**src/rtl/cd_irq_pkg.sv**
```systemverilog
package cd_irq_pkg;
  localparam int unsigned EN_INS = 0;
  localparam int unsigned EN_REM = 1;
  localparam int unsigned EN_GLB = 2;
  localparam int unsigned ST_INS = 0;
  localparam int unsigned ST_REM = 1;
  localparam logic ADDR_EN = 1'b0;
  localparam logic ADDR_ST = 1'b1;
  typedef enum logic [1:0] {
    SRC_NONE = 2'b00,
    SRC_CARD = 2'b01,
    SRC_DMA  = 2'b10
  } irq_src_e;
endpackage

```
**src/rtl/cd_sync.sv**
```systemverilog
module cd_sync #(
  parameter int unsigned WIDTH = 1
) (
  input  logic             clk,
  input  logic             rst_n,
  input  logic [WIDTH-1:0] async_i,
  output logic [WIDTH-1:0] sync_o
);
  logic [WIDTH-1:0] meta_q, sync_q;

  always_ff @(posedge clk or negedge rst_n) begin
    if (!rst_n) begin
      meta_q <= '0;
      sync_q <= '0;
    end else begin
      meta_q <= async_i;
      sync_q <= meta_q;
    end
  end

  assign sync_o = sync_q;
endmodule

```
**src/rtl/cd_debounce.sv**
```systemverilog
module cd_debounce #(
  parameter int unsigned SETTLE_CYCLES = 16
) (
  input  logic clk,
  input  logic rst_n,
  input  logic sample_i,
  output logic level_o,
  output logic rise_o,
  output logic fall_o
);
  localparam int unsigned CW = (SETTLE_CYCLES > 1) ? $clog2(SETTLE_CYCLES) : 1;
  localparam logic [CW-1:0] LAST = CW'(SETTLE_CYCLES - 1);

  logic [CW-1:0] cnt_q;
  logic          level_q;
  logic          differ, commit;

  assign differ = sample_i ^ level_q;
  assign commit = differ && (cnt_q == LAST);

  always_ff @(posedge clk or negedge rst_n) begin
    if (!rst_n) begin
      cnt_q   <= '0;
      level_q <= 1'b0;
    end else if (!differ || commit) begin
      cnt_q <= '0;
      if (commit) level_q <= sample_i;
    end else begin
      cnt_q <= cnt_q + 1'b1;
    end
  end

  assign level_o = level_q;
  assign rise_o  = commit & sample_i;
  assign fall_o  = commit & ~sample_i;
endmodule

```
**src/rtl/cd_irq_regs.sv**
```systemverilog
module cd_irq_regs
  import cd_irq_pkg::*;
(
  input  logic       clk,
  input  logic       rst_n,
  input  logic       present_i,
  input  logic       ins_edge_i,
  input  logic       rem_edge_i,
  input  logic       wr_en,
  input  logic       wr_addr,
  input  logic [2:0] wr_data,
  output logic [2:0] enable_o,
  output logic [1:0] status_o,
  output logic       card_irq_o
);
  logic [2:0] ie_q;
  logic [1:0] st_q, pend_q;
  logic [1:0] evt, clr;
  logic       en_wr;

  assign evt   = {rem_edge_i, ins_edge_i};
  assign en_wr = wr_en && (wr_addr == ADDR_EN);
  assign clr   = (wr_en && (wr_addr == ADDR_ST)) ? wr_data[1:0] : 2'b00;

  always_ff @(posedge clk or negedge rst_n) begin
    if (!rst_n) begin
      ie_q   <= '0;
      st_q   <= '0;
      pend_q <= '0;
    end else begin
      if (en_wr) ie_q[EN_GLB] <= wr_data[EN_GLB];
      if (|evt) begin
        ie_q[EN_INS] <= 1'b0;
        ie_q[EN_REM] <= 1'b0;
      end else if (en_wr) begin
        ie_q[EN_INS] <= wr_data[EN_INS] & ~present_i;
        ie_q[EN_REM] <= wr_data[EN_REM] & present_i;
      end
      st_q   <= (st_q & ~clr) | evt;
      pend_q <= (pend_q & ~clr) | (evt & ie_q[1:0]);
    end
  end

  assign enable_o   = ie_q;
  assign status_o   = st_q;
  assign card_irq_o = ie_q[EN_GLB] & |pend_q;

  assert_arm_ins_R3: assert property (@(posedge clk) disable iff (!rst_n)
    ie_q[EN_INS] |-> !present_i);
  assert_arm_rem_R3: assert property (@(posedge clk) disable iff (!rst_n)
    ie_q[EN_REM] |-> present_i);
  assert_evt_disarm_R6: assert property (@(posedge clk) disable iff (!rst_n)
    ((ins_edge_i || rem_edge_i) && !en_wr) |=>
      (!ie_q[EN_INS] && !ie_q[EN_REM] && $stable(ie_q[EN_GLB])));
  assert_ins_sets_R4: assert property (@(posedge clk) disable iff (!rst_n)
    ins_edge_i |=> st_q[ST_INS]);
  assert_rem_sets_R4: assert property (@(posedge clk) disable iff (!rst_n)
    rem_edge_i |=> st_q[ST_REM]);
  assert_irq_gated_R7: assert property (@(posedge clk) disable iff (!rst_n)
    card_irq_o |-> (ie_q[EN_GLB] && |st_q));
endmodule

```
**src/rtl/cd_irq_ctrl.sv**
```systemverilog
module cd_irq_ctrl
  import cd_irq_pkg::*;
#(
  parameter int unsigned SETTLE_CYCLES = 16
) (
  input  logic       clk,
  input  logic       rst_n,
  input  logic       present_raw,
  input  logic       wprot_raw,
  input  logic       busy_raw,
  input  logic       dma_req,
  input  logic       wr_en,
  input  logic       wr_addr,
  input  logic [2:0] wr_data,
  output logic [3:0] card_status,
  output logic [2:0] irq_enable,
  output logic [1:0] irq_status,
  output logic       irq,
  output logic [1:0] irq_src
);
  localparam int unsigned NSYNC = 3;

  logic [NSYNC-1:0] sync_v;
  logic             present, ins_edge, rem_edge, card_irq;
  irq_src_e         src;

  cd_sync #(.WIDTH(NSYNC)) u_sync (
    .clk(clk), .rst_n(rst_n),
    .async_i({busy_raw, wprot_raw, present_raw}),
    .sync_o(sync_v)
  );

  cd_debounce #(.SETTLE_CYCLES(SETTLE_CYCLES)) u_deb (
    .clk(clk), .rst_n(rst_n), .sample_i(sync_v[0]),
    .level_o(present), .rise_o(ins_edge), .fall_o(rem_edge)
  );

  cd_irq_regs u_regs (
    .clk(clk), .rst_n(rst_n), .present_i(present),
    .ins_edge_i(ins_edge), .rem_edge_i(rem_edge),
    .wr_en(wr_en), .wr_addr(wr_addr), .wr_data(wr_data),
    .enable_o(irq_enable), .status_o(irq_status), .card_irq_o(card_irq)
  );

  always_comb begin
    if (card_irq)     src = SRC_CARD;
    else if (dma_req) src = SRC_DMA;
    else              src = SRC_NONE;
  end

  assign card_status = {~sync_v[2], sync_v[2], sync_v[1], present};
  assign irq         = card_irq | dma_req;
  assign irq_src     = src;

  assert_card_first_R8: assert property (@(posedge clk) disable iff (!rst_n)
    card_irq |-> (irq_src == SRC_CARD && irq));
  assert_dma_src_R8: assert property (@(posedge clk) disable iff (!rst_n)
    (dma_req && !card_irq) |-> irq_src == SRC_DMA);
  assert_ready_R2: assert property (@(posedge clk) disable iff (!rst_n)
    card_status[3] != card_status[2]);
endmodule

```
**config.mk**
```make
export PLATFORM = sky130hd
export DESIGN_NAME = cd_irq_ctrl
export DESIGN_NICKNAME = d
export VERILOG_FILES = /design/src/rtl/cd_irq_pkg.sv /design/src/rtl/cd_sync.sv /design/src/rtl/cd_debounce.sv /design/src/rtl/cd_irq_regs.sv /design/src/rtl/cd_irq_ctrl.sv
export SDC_FILE = /design/constraint.sdc
export NUM_CORES = 1
export LEC_CHECK = 0
export ABC_AREA = 1
export BUFFER_PORTS_ARGS = -buffer_cell sky130_fd_sc_hd__buf_2
export CORE_MARGIN = 4
export CORE_UTILIZATION = 30
export CTS_CLUSTER_SIZE = 24
export DETAILED_ROUTE_END_ITERATION = 10
export PLACE_DENSITY = 0.54
export SLEW_MARGIN = 40
export SYNTH_ARGS = -nofsm -noshare
export SYNTH_HDL_FRONTEND = slang
export SYNTH_HIERARCHICAL = 1
export SYNTH_SLANG_ARGS = --single-unit
export TNS_END_PERCENT = 5
```
**constraint.sdc**
```tcl
create_clock -name clk -period 1.1 [get_ports clk]
set_input_delay 0.11 -clock clk [delete_from_list [all_inputs] [get_ports clk]]
set_output_delay 0.11 -clock clk [all_outputs]
set_load 0.01 [all_outputs]
```
==> impl_metrics.tcl <==
set metrics [dict create \
    outcome "finished, violations left" \
    failed_checks "setup timing" \
    fp.dieW_um 57.61 \
    crit_required_ns 0.99 \
    critical_path.cell_chain "o21a_1 > inv_1 > nand2_1 > buf_2" \
    rows 17 \
    nFillCells 224 \
    synth_simple_gate_area_share_pct 25.76 \
    grt_pass1_vias 621 \
    yosysUniqueCellTypes 15 \
    cts-root-buf "sky130_fd_sc_hd__clkbuf_4" \
    crit_path_max_fanout 3 \
    achievable-frequency_mhz 807.6 \
    buffer_ports.inserted 22 \
    total_die_area_um2 3318 \
    placed_cells_incl_taps 134 \
    ys_seq_elements 18 \
    setup_repair_after_global_routing_missed_its_margin "yes" \
    cell_area_after_technology_mapping_um2 738.2 \
    yosys_warnings 6 \
    grt.overflow.total 0 \
    syn2layout_area_growth_pct 40.00 \
    core_um2 2276 \
    path_buf_inv 2 \
    cts_buffer_depth 2 \
    main_combinational_cell_family_by_area_after_synthesis "simple AND/OR/NAND/NOR gates" \
    antenna_found_initial 0 \
    global_route_usage_over_all_layers_pct 10.10 \
    synthesis.nets 93 \
    cts.sinks 18 \
    final-setup-viol-count 5 \
    drive_above_1_share_pct 35.65 \
    worst_slew_margin_rel_pct 73.61 \
    synth-adder-area-share_pct 1.695 \
    tritoncts "built" \
    xor_xnor_share_of_the_synthesized_area_pct 1.186 \
    muxShareOfSynthArea_pct 0 \
    critical_path.slowest_cell "sky130_fd_sc_hd__dfrtp_1" \
    boundaryPins 23 \
    place.gp.congestion 0.8013 \
    syn_inst 81 \
    grt_start_max_net_pins 19 \
    ctsHtreeMaxLevel 1 \
    pre_cts_slack_ns -0.007657 \
    hold_path.class "primary input to register" \
    sequential_cell_area_um2 450.4 \
    count_of_routing_violations_after_the_opening_detailed_route_iteration 9 \
    crit_path_start_kind "register" \
    timing.clock.skew_ns 0.003301 \
    timing.final.hold_violations 0 \
    dr.pass1.iters 2 \
    avg_inst_size_synth_um2 9.114 \
    max-cap-violations 0 \
    critical_path.top_delay_family "flip-flops" \
    final_period_minus_worst_setup_slack_ns 1.238 \
    finalHoldWorstSlack_ns 0.03129 \
    final_hpwl_from_detailed_placement_um 1053 \
    worst_endpoint_data_arrival_time_ns 1.13 \
    drtAntennaViolNets 0 \
    fin_ws_ns -0.1383 \
    report.final.slew_viol_count 0 \
    tritoncts.num_buffers 3 \
    cp.depth 4 \
    cts.clk_slew.worst_paths_ns 0.10 \
    criticalPathCategory "register to output port" \
    nets 128 \
    timing.critical_path.to_type "output port" \
    multi_input_area_um2 264.0 \
    dr_total_vias 604 \
    drt_wl_total_um 1448 \
    post_drt_wl_per_cell_um 10.13 \
    powerDensity_nw_per_um2 1201 \
    irDropWorstVdd_v 0.0007638 \
    die_height_um 57.61 \
    finish.cell_count_without_fillers 143 \
    antenna-diode-count 0 \
    synth_area_in_compound_gates_pct 1.695 \
    post-route-period-util_pct 112.6 \
    clock_insertion_delay_at_the_later_pin_of_the_skew_report_ns 0.29 \
    totalPowerFinal_uw 1242 \
    worst_r2r_path_depth 6 \
    worst_slew_pin_slew_ns 0.3958 \
    routed_via_density 4.224 \
    detail_route.drc_violations 0 \
    critPathMaxStageDelay_ns 0.40 \
    initial_util_pct 32.44 \
    yosysSeqAreaShare_pct 61.02 \
    timing.hold.worst_path_depth 3 \
    leakage_uw 0.0005647 \
    global_route_wire_length_before_repair_um 2518 \
]
[cell usage after synthesis]
cell / number / area share (%)
sky130_fd_sc_hd__inv_2: 1 / 0.51
sky130_fd_sc_hd__nand2_2: 1 / 0.85
sky130_fd_sc_hd__dfrtp_1: 18 / 61
sky130_fd_sc_hd__o21a_1: 1 / 1.0
sky130_fd_sc_hd__o21ai_1: 1 / 0.68
sky130_fd_sc_hd__nor2_1: 8 / 4.1
sky130_fd_sc_hd__nand4_1: 1 / 0.85
sky130_fd_sc_hd__nand3_2: 1 / 1.4
sky130_fd_sc_hd__buf_4: 2 / 2.0
sky130_fd_sc_hd__inv_1: 12 / 6.1
sky130_fd_sc_hd__nand2_1: 24 / 12
sky130_fd_sc_hd__nor2_2: 2 / 1.7
sky130_fd_sc_hd__nand3_1: 7 / 4.7
sky130_fd_sc_hd__xnor2_1: 1 / 1.2
sky130_fd_sc_hd__ha_1: 1 / 1.7
[path summary, 6_finish.rpt]
check	startpoint	to	slack (ns)
min in group asynchronous	rst_n	u_regs/enable_o[0]	0.27
min	wr_data[2]	u_regs/enable_o[2]	0.03
max in group asynchronous	rst_n	u_deb/cnt_q[0]	0.55
max reg2reg	u_deb/cnt_q[1]	u_regs/enable_o[0]	-0.02
min reg2reg	u_sync/meta_q[2]	u_sync/sync_o[2]	0.36
max	u_regs/pend_q[1]	irq	-0.14
[cell families after synthesis]
group,count (synthesis)
xor+xnor,1
simple gates,44
fa+ha+maj,1
compound gates,2
buf+inv,15
flops,18
[per-stage QoR]
| step | setup TNS (ns) | util (%) | instance area [µm²] |
|---|---|---|---|
| floorplan | 0 | - | 763.2 |
| global placement | 0 | 40.90 | 930.9 |
| detailed placement | -0.01060 | 40.90 | 930.9 |
| CTS | -0.3907 | 44.26 | 1007 |
| global route | -0.8071 | 45.41 | 1033 |
| finish | -0.3513 | 45.41 | 1033 |
[cell usage in the layout (no fill, tap or decap), types with 3 or more instances in the layout]
cell and count:
sky130_fd_sc_hd__nand2_1 24, sky130_fd_sc_hd__buf_2 22, sky130_fd_sc_hd__dfrtp_1 18, sky130_fd_sc_hd__inv_1 11, sky130_fd_sc_hd__nand3_1 7, sky130_fd_sc_hd__nor2_1 6
sky130_fd_sc_hd__buf_4 5, sky130_fd_sc_hd__dlygate4sd3_1 4, sky130_fd_sc_hd__clkbuf_4 3, sky130_fd_sc_hd__nor2_4 3
[layout make-up]
type	count	area share, %
flip-flops and latches	18	43.58
multi-input cells	48	25.54
repair buffers	32	19.25
inverters	13	4.722
clock buffers	4	3.511
well taps	28	3.390
[report_power, final]
group	total [µW]	switching, µW	internal (µW)
clock	392	191	202
combinational	135	70.4	64.9
sequential	714	23.1	691
total	1240	284	957
[state kept, by name (all words and copies together), names as in the netlist]
name and flops:
u_deb/cnt_q 4, u_regs/enable_o 3, u_sync/meta_q 3, u_sync/sync_o 3, u_regs/pend_q 2, u_regs/status_o 2, u_deb/level_o 1
[timing repair]
action / in CTS / in global routing
buffers inserted: 0 / 1
pin swaps: 0 / 5
endpoints found under the hold margin: 21 / 0
endpoints found under the setup margin: 5 / 8
resized for setup: 0 / 4
hold buffers: 4 / 0
cloned: 0 / 0
[worst register-to-register path, cell delays in order, from the launching register on]
cell and delay, ns:
sky130_fd_sc_hd__dfrtp_1 0.42, sky130_fd_sc_hd__ha_4 0.17, sky130_fd_sc_hd__nand3_4 0.10, sky130_fd_sc_hd__nor2_4 0.14
sky130_fd_sc_hd__nor2_4 0.06, sky130_fd_sc_hd__nand3_1 0.08, sky130_fd_sc_hd__nand2_1 0.05
[routing by layer]
metal | track usage (%) | up-vias | wire length (µm)
met5 | 0 | - | 0
met4 | 4.967 | 0 | 32
met3 | 5.430 | 5 | 155
met2 | 15.65 | 22 | 629
met1 | 11.22 | 266 | 631
li1 | - | 311 | -
Power figures use the tool's default switching activity.
